**config.mk**
```make
export PLATFORM = sky130hd
export DESIGN_NAME = bvr_remap_decoder
export DESIGN_NICKNAME = d
export VERILOG_FILES = /design/src/rtl/bvr_pkg.sv /design/src/rtl/bvr_ctrl.sv /design/src/rtl/bvr_dpath.sv /design/src/rtl/bvr_remap_decoder.sv
export SDC_FILE = /design/constraint.sdc
export NUM_CORES = 1
export LEC_CHECK = 0
export BUFFER_PORTS_ARGS = -buffer_cell sky130_fd_sc_hd__buf_4
export CAP_MARGIN = 0
export CORE_ASPECT_RATIO = 1.5
export CORE_MARGIN = 8
export CORE_UTILIZATION = 50
export DETAILED_ROUTE_END_ITERATION = 12
export GPL_TIMING_DRIVEN = 0
export MAX_ROUTING_LAYER = met4
export PLACE_DENSITY = 0.85
export SYNTH_ARGS = -nofsm -noshare
export SYNTH_HDL_FRONTEND = slang
export SYNTH_SLANG_ARGS = --single-unit
```
**constraint.sdc**
```tcl
create_clock -name clk -period 2.3 [get_ports clk]
set_input_delay 0.46 -clock clk [delete_from_list [all_inputs] [get_ports clk]]
set_output_delay 0.46 -clock clk [all_outputs]
set_load 0.05 [all_outputs]
```
**src/rtl/bvr_pkg.sv**
```systemverilog
package bvr_pkg;

  localparam int unsigned REGION_COUNT = 5;
  localparam int unsigned SEL_FLASH = 0;
  localparam int unsigned SEL_SRAM  = 1;
  localparam int unsigned SEL_BOOT  = 2;
  localparam int unsigned SEL_APB   = 3;
  localparam int unsigned SEL_AHB   = 4;

  localparam logic [31:0] SRAM_BASE_ADDR = 32'h4000_0000;
  localparam logic [31:0] BOOT_TOP_ADDR  = 32'h8000_0000;
  localparam logic [31:0] APB_BASE_ADDR  = 32'hE000_0000;
  localparam logic [31:0] AHB_BASE_ADDR  = 32'hFFE0_0000;

  typedef enum logic [1:0] {
    MODE_BOOT  = 2'b00,
    MODE_FLASH = 2'b01,
    MODE_RAM   = 2'b10,
    MODE_SPARE = 2'b11
  } mapMode_e;

  typedef struct packed {
    logic                    valid;
    logic [REGION_COUNT-1:0] sel;
    logic                    remapBoot;
    logic                    remapSram;
    logic                    pAbort;
    logic                    dAbort;
  } bvrStrobe_t;

endpackage

```
**src/rtl/bvr_ctrl.sv**
```systemverilog
module bvr_ctrl
  import bvr_pkg::*;
#(
  parameter int unsigned FLASH_BYTES   = 32768,
  parameter int unsigned SRAM_BYTES    = 8192,
  parameter int unsigned BOOT_BYTES    = 8192,
  parameter int unsigned WINDOW_BYTES  = 64,
  parameter int unsigned PERIPH_SLOTS  = 128,
  parameter int unsigned SLOT_BYTES    = 16384,
  parameter logic [PERIPH_SLOTS-1:0] APB_SLOT_MASK = '1,
  parameter logic [PERIPH_SLOTS-1:0] AHB_SLOT_MASK = '1
) (
  input  logic        clk,
  input  logic        rstN,
  input  logic        modeWrEn,
  input  logic [1:0]  modeWrData,
  input  logic        accValid,
  input  logic [31:0] accAddr,
  input  logic        accFetch,
  output bvrStrobe_t  strobe
);

  localparam int unsigned WIN_BITS    = $clog2(WINDOW_BYTES);
  localparam int unsigned SLOT_BITS   = $clog2(PERIPH_SLOTS);
  localparam int unsigned OFF_BITS    = $clog2(SLOT_BYTES);
  localparam int unsigned SPACE_BITS  = SLOT_BITS + OFF_BITS;
  localparam logic [31:0] FLASH_END   = 32'(FLASH_BYTES);
  localparam logic [31:0] SRAM_END    = SRAM_BASE_ADDR + 32'(SRAM_BYTES);
  localparam logic [31:0] BOOT_BASE   = BOOT_TOP_ADDR - 32'(BOOT_BYTES);
  localparam logic [31-SPACE_BITS:0] APB_TAG = APB_BASE_ADDR[31:SPACE_BITS];
  localparam logic [31-SPACE_BITS:0] AHB_TAG = AHB_BASE_ADDR[31:SPACE_BITS];

  mapMode_e modeQ;

  always_ff @(posedge clk or negedge rstN) begin
    if (!rstN) begin
      modeQ <= MODE_BOOT;
    end else if (modeWrEn) begin
      modeQ <= mapMode_e'(modeWrData);
    end
  end

  logic                 inWindow;
  logic                 flashHit;
  logic                 sramHit;
  logic                 bootHit;
  logic                 apbSpace;
  logic                 ahbSpace;
  logic [SLOT_BITS-1:0] slotIdx;
  logic [PERIPH_SLOTS-1:0] apbSlotOk;
  logic [PERIPH_SLOTS-1:0] ahbSlotOk;
  logic                 apbHit;
  logic                 ahbHit;
  logic                 periphHit;

  for (genvar s = 0; s < PERIPH_SLOTS; s++) begin : g_slot
    assign apbSlotOk[s] = APB_SLOT_MASK[s];
    assign ahbSlotOk[s] = AHB_SLOT_MASK[s];
  end

  always_comb begin
    inWindow  = (accAddr[31:WIN_BITS] == '0);
    flashHit  = (accAddr < FLASH_END);
    sramHit   = (accAddr >= SRAM_BASE_ADDR) && (accAddr < SRAM_END);
    bootHit   = (accAddr >= BOOT_BASE) && (accAddr < BOOT_TOP_ADDR);
    apbSpace  = (accAddr[31:SPACE_BITS] == APB_TAG);
    ahbSpace  = (accAddr[31:SPACE_BITS] == AHB_TAG);
    slotIdx   = accAddr[SPACE_BITS-1:OFF_BITS];
    apbHit    = apbSpace && apbSlotOk[slotIdx];
    ahbHit    = ahbSpace && ahbSlotOk[slotIdx];
    periphHit = apbHit || ahbHit;
  end

  always_comb begin
    strobe           = '0;
    strobe.valid     = accValid;
    if (accValid) begin
      strobe.remapBoot = inWindow && (modeQ == MODE_BOOT);
      strobe.remapSram = inWindow && (modeQ == MODE_RAM);
      if (strobe.remapBoot) begin
        strobe.sel[SEL_BOOT] = 1'b1;
      end else if (strobe.remapSram) begin
        strobe.sel[SEL_SRAM] = 1'b1;
      end else if (flashHit) begin
        strobe.sel[SEL_FLASH] = 1'b1;
      end else if (sramHit) begin
        strobe.sel[SEL_SRAM] = 1'b1;
      end else if (bootHit) begin
        strobe.sel[SEL_BOOT] = 1'b1;
      end else if (periphHit && accFetch) begin
        strobe.pAbort = 1'b1;
      end else if (apbHit) begin
        strobe.sel[SEL_APB] = 1'b1;
      end else if (ahbHit) begin
        strobe.sel[SEL_AHB] = 1'b1;
      end else if (accFetch) begin
        strobe.pAbort = 1'b1;
      end else begin
        strobe.dAbort = 1'b1;
      end
    end
  end

endmodule

```
**src/rtl/bvr_dpath.sv**
```systemverilog
module bvr_dpath
  import bvr_pkg::*;
#(
  parameter int unsigned BOOT_BYTES   = 8192,
  parameter int unsigned WINDOW_BYTES = 64
) (
  input  logic                    clk,
  input  logic                    rstN,
  input  bvrStrobe_t              strobe,
  input  logic [31:0]             accAddr,
  output logic                    rspValid,
  output logic [REGION_COUNT-1:0] rspSel,
  output logic [31:0]             rspAddr,
  output logic                    rspPrefetchAbort,
  output logic                    rspDataAbort
);

  localparam int unsigned WIN_BITS  = $clog2(WINDOW_BYTES);
  localparam logic [31:0] BOOT_BASE = BOOT_TOP_ADDR - 32'(BOOT_BYTES);

  logic [31:0] winOffset;
  logic [31:0] xlatAddr;

  always_comb begin
    winOffset = {{(32-WIN_BITS){1'b0}}, accAddr[WIN_BITS-1:0]};
    if (strobe.remapBoot) begin
      xlatAddr = BOOT_BASE | winOffset;
    end else if (strobe.remapSram) begin
      xlatAddr = SRAM_BASE_ADDR | winOffset;
    end else begin
      xlatAddr = accAddr;
    end
  end

  always_ff @(posedge clk or negedge rstN) begin
    if (!rstN) begin
      rspValid         <= 1'b0;
      rspSel           <= '0;
      rspAddr          <= '0;
      rspPrefetchAbort <= 1'b0;
      rspDataAbort     <= 1'b0;
    end else begin
      rspValid         <= strobe.valid;
      rspSel           <= strobe.sel;
      rspAddr          <= strobe.valid ? xlatAddr : '0;
      rspPrefetchAbort <= strobe.pAbort;
      rspDataAbort     <= strobe.dAbort;
    end
  end

endmodule

```
**src/rtl/bvr_remap_decoder.sv**
```systemverilog
module bvr_remap_decoder
  import bvr_pkg::*;
#(
  parameter int unsigned FLASH_BYTES  = 32768,
  parameter int unsigned SRAM_BYTES   = 8192,
  parameter int unsigned BOOT_BYTES   = 8192,
  parameter int unsigned WINDOW_BYTES = 64,
  parameter int unsigned PERIPH_SLOTS = 128,
  parameter int unsigned SLOT_BYTES   = 16384,
  parameter logic [PERIPH_SLOTS-1:0] APB_SLOT_MASK =
    128'h80000000_00000000_00000000_34802F9F,
  parameter logic [PERIPH_SLOTS-1:0] AHB_SLOT_MASK =
    128'h80000000_00000000_00000000_00000000
) (
  input  logic        clk,
  input  logic        rstN,
  input  logic        modeWrEn,
  input  logic [1:0]  modeWrData,
  input  logic        accValid,
  input  logic [31:0] accAddr,
  input  logic        accFetch,
  output logic        rspValid,
  output logic [4:0]  rspSel,
  output logic [31:0] rspAddr,
  output logic        rspPrefetchAbort,
  output logic        rspDataAbort
);

  bvrStrobe_t strobe;

  bvr_ctrl #(
    .FLASH_BYTES  (FLASH_BYTES),
    .SRAM_BYTES   (SRAM_BYTES),
    .BOOT_BYTES   (BOOT_BYTES),
    .WINDOW_BYTES (WINDOW_BYTES),
    .PERIPH_SLOTS (PERIPH_SLOTS),
    .SLOT_BYTES   (SLOT_BYTES),
    .APB_SLOT_MASK(APB_SLOT_MASK),
    .AHB_SLOT_MASK(AHB_SLOT_MASK)
  ) u_ctrl (
    .clk       (clk),
    .rstN      (rstN),
    .modeWrEn  (modeWrEn),
    .modeWrData(modeWrData),
    .accValid  (accValid),
    .accAddr   (accAddr),
    .accFetch  (accFetch),
    .strobe    (strobe)
  );

  bvr_dpath #(
    .BOOT_BYTES  (BOOT_BYTES),
    .WINDOW_BYTES(WINDOW_BYTES)
  ) u_dpath (
    .clk             (clk),
    .rstN            (rstN),
    .strobe          (strobe),
    .accAddr         (accAddr),
    .rspValid        (rspValid),
    .rspSel          (rspSel),
    .rspAddr         (rspAddr),
    .rspPrefetchAbort(rspPrefetchAbort),
    .rspDataAbort    (rspDataAbort)
  );

endmodule

```
==> summary.md, run 1 <==
| Metric | Value |
|---|---|
| Finished Cell Area | `0.00248 mm^2` |
| Cells after synthesis | `142` |
| Vias in the first global route | `1546` |
| Insertion delay to the later sink of the worst-skew pair | `290 ps` |
| I/O pins | `79` |
| Gp weighted congestion | `0.823` |
| Yosys reg bits | `42` |
| Root buffer cell | `clkbuf_8` |
| Required @ worst endpoint | `2480 ps` |
| Die area | `0.00567 mm^2` |
| Syn_area_per_cell | `12.3 um^2` |
| Hold buffer count at cts | `0` |
| Post-CTS setup buffers | `0` |
| Area leader, netlist | `dfrtp_1` |
| Main synth FF type | `dfrtp_1` |
| Dominant cells by area after synthesis | `dfrtp_1 60%, o21a_1 7.8%, and2_1 5.4%` |
| Reg2reg end | `u_dpath.rspAddr[22]` |
| Cell Area, Synth | `0.00174 mm^2` |
| Fin crit period | `2110 ps` |
| Post-synthesis sequential area ratio | `60.3%` |
| Grt peak-use layer | `met2` |
| First-pass GRT wire length | `7.27 mm` |
| Die Y | `88.3 um` |
| Synth unique cells | `32` |
| Area of the core | `0.00338 mm^2` |
| Share of the synthesized area in the top cell type | `60.3%` |
| Crit start category | `primary input` |
| Cells on worst reg2reg path | `6` |
| Commonest non-fill, non-tap cell in the layout | `buf_4` |
| Net Count, Synth | `186` |
| Global Route met3 Usage | `5.83%` |
| Share of cells above drive strength 1 | `40.1%` |
| Tcrit/Tclk final | `91.6%` |
| Final setup vio count | `0` |
| Max_cap viols | `0` |
| Async S/R FF share, synth | `100%` |
| Cell Pwr Density | `672 mW/mm^2` |
| H-tree levels | `2` |
| Initial antenna violation count | `0` |
| Final hold vios | `0` |
| Pin slew with the least headroom to its limit | `515 ps` |
| Initial Utilization | `51.5%` |
| GRT Util Overall | `16.6%` |
| Crit path DAT | `2290 ps` |
| Total clock sinks | `42` |
| CTS tree | `done` |
| Flop2flop setup slack | `500 ps` |
| Cts repair resizes | `0` |
| FMAX | `475 MHz` |
| Largest net degree at the start of global routing | `43` |
| Worst Slack Setup Final | `193 ps` |
| Crit path from | `accAddr[9]` |
| GRT met1 Usage | `17.1%` |
| Final slew viol count | `0` |
| Final Routed Wirelength | `4.56 mm` |
| Crit end category | `register` |
| Met2 global-route usage | `29.0%` |
| Headroom to the max-slew limit | `65.6%` |
| RSZ-0062 raised after global routing | `no` |
| VDD IR max | `668 uV` |
| Crit-path max FO | `10` |
| HPWL after detailed placement | `3.65 mm` |
| Static Leak | `1.21 nW` |
| Drt via density | `5.29` |
| Worst Hold Class | `in2async` |
| Routed len/inst | `17.0 um` |
| Syn. warnings | `0` |
| Antenna diodes | `0` |
| Clk pin slew, worst setup/hold paths | `80 ps` |
| Total power | `0.00167 W` |
| Residual DRC | `0` |
| Most frequent cells in the layout | `78 x buf_4, 42 x dfrtp_1, 18 x o21a_1` |
| Die width | `64.2 um` |
| Row cnt | `26` |
| Crit path kind | `in2reg` |
| Via count | `1422` |
| TritonCTS Buffers | `5` |
| Detailed Routing Iterations Pass 1 | `4` |
| Area grow syn2layout | `42.5%` |
| Max clock buf depth | `2` |
| Final clock skew | `3.28 ps` |
| Final ANT Viol Nets | `0` |
| Buffers added on ports | `77` |
| Drt initial violations | `24` |
| Status | `completed` |
| Placed Instance Area | `0.00237 mm^2` |
| Post-synth EDFFs | `0` |
| Dpl ws | `-116 ps` |
| Worst r2r src | `u_ctrl.modeQ[0]` |
| Overflow after GRT | `0` |
| Layout Nets | `270` |
[cell type report]
| type | count | area, um^2 |
|---|---|---|
| Clock buffer | 6 | 72.6 |
| Fill cell | 275 | 900 |
| Buffer | 5 | 30.0 |
| Inverter | 2 | 7.51 |
| Multi-Input combinational cell | 93 | 654 |
| Clock inverter | 2 | 37.5 |
| Timing Repair Buffer | 77 | 578 |
| Sequential cell | 42 | 1050 |
| Tap cell | 42 | 52.6 |
[cells by family after synthesis]
family,after synthesis,share of synthesized area [%]
buffers and inverters,7,2.15
AO/OA/AOI/OAI,28,12.5
AND/OR/NAND/NOR,58,20.2
multiplexers,2,1.29
flip-flops,42,60.3
adder cells (fa/ha/maj),5,3.59
[flip-flops by register name (all words and copies together) (netlist names)]
signal / cells
u_dpath.rspAddr: 32
u_dpath.rspSel: 5
u_ctrl.modeQ: 2
u_dpath.rspDataAbort: 1
u_dpath.rspPrefetchAbort: 1
u_dpath.rspValid: 1
[cells in the mapped netlist (all sizes together), types with 2 or more instances]
master  count
dfrtp      42
o21a       18
and2       15
nor2        7
nand2       6
nand4       6
nor4        6
ha          5
nor3        5
a31oi       3
clkbuf      3
nor2b       3
and4        2
buf         2
inv         2
mux2        2
nand3b      2
[layer usage]
metal	up-vias	share of wire [%]	wire [um]
li1	675	-	-
met1	691	37	1710
met2	50	54	2480
met3	6	6.8	309
met4	0	1.3	58
met5	-	0	0
[critical path, stage by stage]
cell and delay (ps):
buf_4 110, nor4_1 430, nand4_1 310, nor3_4 530
a21boi_4 170, buf_6 170, o21a_1 100
[power by group]
| part | leakage [nW] | total [W] | internal [W] | switching [W] |
|---|---|---|---|---|
| Clock | 0.0514 | 0.000564 | 0.000324 | 0.000240 |
| Combinational | 0.618 | 0.000319 | 0.000118 | 0.000202 |
| Sequential | 0.543 | 0.000785 | 0.000772 | 0.0000127 |
[how the worst max path moves through the flow]
stage,depth (start not counted),slack (ps),end
4_1_cts,7,190,u_dpath.rspAddr[22]
2_1_floorplan,6,360,u_dpath.rspAddr[20]
5_1_grt,7,10,u_dpath.rspAddr[21]
3_5_place_dp,7,-120,u_dpath.rspAddr[22]
6_report,7,190,u_dpath.rspAddr[22]
3_3_place_gp,7,-130,u_dpath.rspAddr[20]
[per-stage QoR]
stage | utilization (%) | setup TNS [ps] | cells | hold WS [ps]
floorplan | - | 0 | 142 | 164
global placement | 70.2 | -1260 | 261 | 463
detailed placement | 70.2 | -1110 | 261 | 471
CTS | 73.4 | 0 | 269 | 155
global route | 73.4 | 0 | 269 | 181
finish | 73.4 | 0 | 269 | 141
No activity file was read; power rests on OpenSTA's default activity.
==> run 2, diff against run 1 <==
--- a/config.mk
+++ b/config.mk
@@ -10,10 +10,11 @@
 export CORE_ASPECT_RATIO = 1.5
 export CORE_MARGIN = 8
 export CORE_UTILIZATION = 50
+export CTS_BUF_LIST = sky130_fd_sc_hd__clkbuf_16
 export DETAILED_ROUTE_END_ITERATION = 12
 export GPL_TIMING_DRIVEN = 0
 export MAX_ROUTING_LAYER = met4
-export PLACE_DENSITY = 0.85
+export PLACE_DENSITY = 0.84
 export SYNTH_ARGS = -nofsm -noshare
 export SYNTH_HDL_FRONTEND = slang
 export SYNTH_SLANG_ARGS = --single-unit
==> run 2 against run 1 <==
Sequential share of layout area fell by 0.94 points. Non-clock buffer count did not move. Highest routed layer unchanged. Cell count did not move. Largest cell class unchanged. Core utilization rose by 1.7 points. Critical endpoint is now u_dpath.rspAddr[21]. Worst hold slack improved by 9.7 ps. Largest power group unchanged. Global-route usage rose by 0.63 points. Flip-flop and latch count did not move.
==> summary.md, run 2 (synthesis results as in run 1) <==
| Metric | Value |
|---|---|
| CP peak stage delay | `540 ps (was 530 ps)` |
| Crit path DAT | `2280 ps (was 2290 ps)` |
| Delay-heaviest family, CP | `simple AND/OR/NAND/NOR gates (unchanged)` |
| Die Y | `88.3 um (unchanged)` |
| Die area | `0.00567 mm^2 (unchanged)` |
| Status | `completed (unchanged)` |
| Pin slew with the least headroom to its limit | `500 ps (was 515 ps)` |
| Most frequent cells in the layout | `78 x buf_4, 42 x dfrtp_1, 18 x o21a_1 (unchanged)` |
| Cts repair resizes | `0 (unchanged)` |
| Crit start category | `primary input (unchanged)` |
| Largest registers | `u_dpath.rspAddr (32), u_dpath.rspSel (5), u_ctrl.modeQ (2) (unchanged)` |
| Final Routed Wirelength | `4.62 mm (was 4.56 mm)` |
| Overflow after GRT | `0 (unchanged)` |
| Final clock skew | `4.92 ps (was 3.28 ps)` |
| VDD IR max | `612 uV (was 668 uV)` |
| Largest register FFs | `32 (unchanged)` |
| Drt initial violations | `43 (was 24)` |
| Routed len/inst | `17.2 um (was 17.0 um)` |
| Final setup vio count | `0 (unchanged)` |
| Tcrit/Tclk final | `91.9% (was 91.6%)` |
| Commonest non-fill, non-tap cell in the layout | `buf_4 (unchanged)` |
| CTS tree | `done (unchanged)` |
| Antenna diodes | `0 (unchanged)` |
| First-pass GRT wire length | `7.54 mm (was 7.27 mm)` |
| Worst Hold Class | `in2async (unchanged)` |
| Buf/Inv on CP | `2 (unchanged)` |
| Via count | `1429 (was 1422)` |
| Top reg by flops | `u_dpath.rspAddr (unchanged)` |
| Post-CTS setup buffers | `0 (unchanged)` |
| Required @ worst endpoint | `2460 ps (was 2480 ps)` |
| Root buffer cell | `clkbuf_16 (was clkbuf_8)` |
| Placed Instance Area | `0.00237 mm^2 (unchanged)` |
| Insertion delay to the later sink of the worst-skew pair | `280 ps (was 290 ps)` |
| CP cell instances | `buf_4 > nor4_1 > nand4_1 > nor3_4 > a21boi_4 > buf_6 > o21a_1 (unchanged)` |
| Clk pin slew, worst setup/hold paths | `50 ps (was 80 ps)` |
| Cell Pwr Density | `739 mW/mm^2 (was 672 mW/mm^2)` |
| Finished Cell Area | `0.00254 mm^2 (was 0.00248 mm^2)` |
| Vias in the first global route | `1616 (was 1546)` |
| Largest net degree at the start of global routing | `43 (unchanged)` |
| Buffers added on ports | `77 (unchanged)` |
| Max clock buf depth | `2 (unchanged)` |
| FMAX | `473 MHz (was 475 MHz)` |
| Crit path kind | `in2reg (unchanged)` |
| HPWL after detailed placement | `3.51 mm (was 3.65 mm)` |
| Hold buffer count at cts | `0 (unchanged)` |
| Final slew viol count | `0 (unchanged)` |
| GRT Util Overall | `17.2% (was 16.6%)` |
| Total clock sinks | `42 (unchanged)` |
| Final hold vios | `0 (unchanged)` |
| H-tree levels | `2 (unchanged)` |
| Initial antenna violation count | `0 (unchanged)` |
| Final ANT Viol Nets | `0 (unchanged)` |
| Area grow syn2layout | `45.7% (was 42.5%)` |
| Initial Utilization | `51.5% (unchanged)` |
| Drt via density | `5.31 (was 5.29)` |
| Die width | `64.2 um (unchanged)` |
| Gp weighted congestion | `0.847 (was 0.823)` |
| Static Leak | `1.24 nW (was 1.21 nW)` |
| Final Util | `75.1% (was 73.4%)` |
| Share of cells above drive strength 1 | `40.1% (unchanged)` |
| Headroom to the max-slew limit | `66.6% (was 65.6%)` |
| TritonCTS Buffers | `5 (unchanged)` |
| Area of the core | `0.00338 mm^2 (unchanged)` |
| I/O pins | `79 (unchanged)` |
| Max_cap viols | `0 (unchanged)` |
| Crit-path max FO | `10 (unchanged)` |
| RSZ-0062 raised after global routing | `no (unchanged)` |
| Residual DRC | `0 (unchanged)` |
| Detailed Routing Iterations Pass 1 | `4 (unchanged)` |
| Layout Nets | `270 (unchanged)` |
| Fin crit period | `2110 ps (about the same)` |
| Row cnt | `26 (unchanged)` |
| Crit end category | `register (unchanged)` |
| CP max stage cell | `nor3_4 (unchanged)` |
| Total power | `0.00188 W (was 0.00167 W)` |
-- run 2: cell types whose count changed in the layout (fill, tap and decap cells not counted), sizes merged --
cell,previous run,this run
clkbuf,9,8
inv,2,3
-- run 2: layout make-up --
class	instances	area, um^2
repair buffers	77	578
multi-input cells	93	654
fillers	235	843
well taps	42	52.6
inverters	2	7.51
flip-flops and latches	42	1050
clock buffers	5	125
clock inverters	3	41.3
plain buffers	5	30.0
-- run 2: per-stage QoR --
stage               hold WS, ps  setup slack, ps  TNS (ps)  instances
floorplan                   164              361         0        142
global placement            455            -84.7      -806        261
detailed placement          469            -59.4      -535        261
CTS                         171              216         0        269
global route                199             59.4         0        269
finish                      151              186         0        269
-- run 2: worst paths after layout --
| check | startpoint | endpoint | slack (ps) | depth (start not counted) |
|---|---|---|---|---|
| worst max-delay path | accAddr[25] | u_dpath.rspAddr[21] | 190 | 7 |
| worst min-delay path | rstN | u_dpath.rspAddr[25] | 150 | 1 |
| worst max register to register | u_ctrl.modeQ[0] | u_dpath.rspAddr[21] | 500 | 6 |
| worst min register to register | u_ctrl.modeQ[0] | u_ctrl.modeQ[0] | 540 | 1 |
| max in group asynchronous | rstN | u_dpath.rspAddr[18] | 1810 | 1 |
| min in group clk | accValid | u_dpath.rspValid | 350 | 1 |
-- run 2: metal layers --
layer / vias to the layer above / wire [um] / GRT usage [%]
met5: - / 0 / -
met3: 4 / 375 / 6.08
met4: 0 / 59 / 6.37
met1: 688 / 1700 / 17.1
met2: 65 / 2480 / 30.4
li1: 672 / - / -
-- run 2: report_power, final --
group          internal, W  leakage, nW  total (W)  switching [W]
clock             0.000507       0.0812   0.000772       0.000265
sequential        0.000774        0.543   0.000787      0.0000132
combinational     0.000118        0.618   0.000318       0.000201
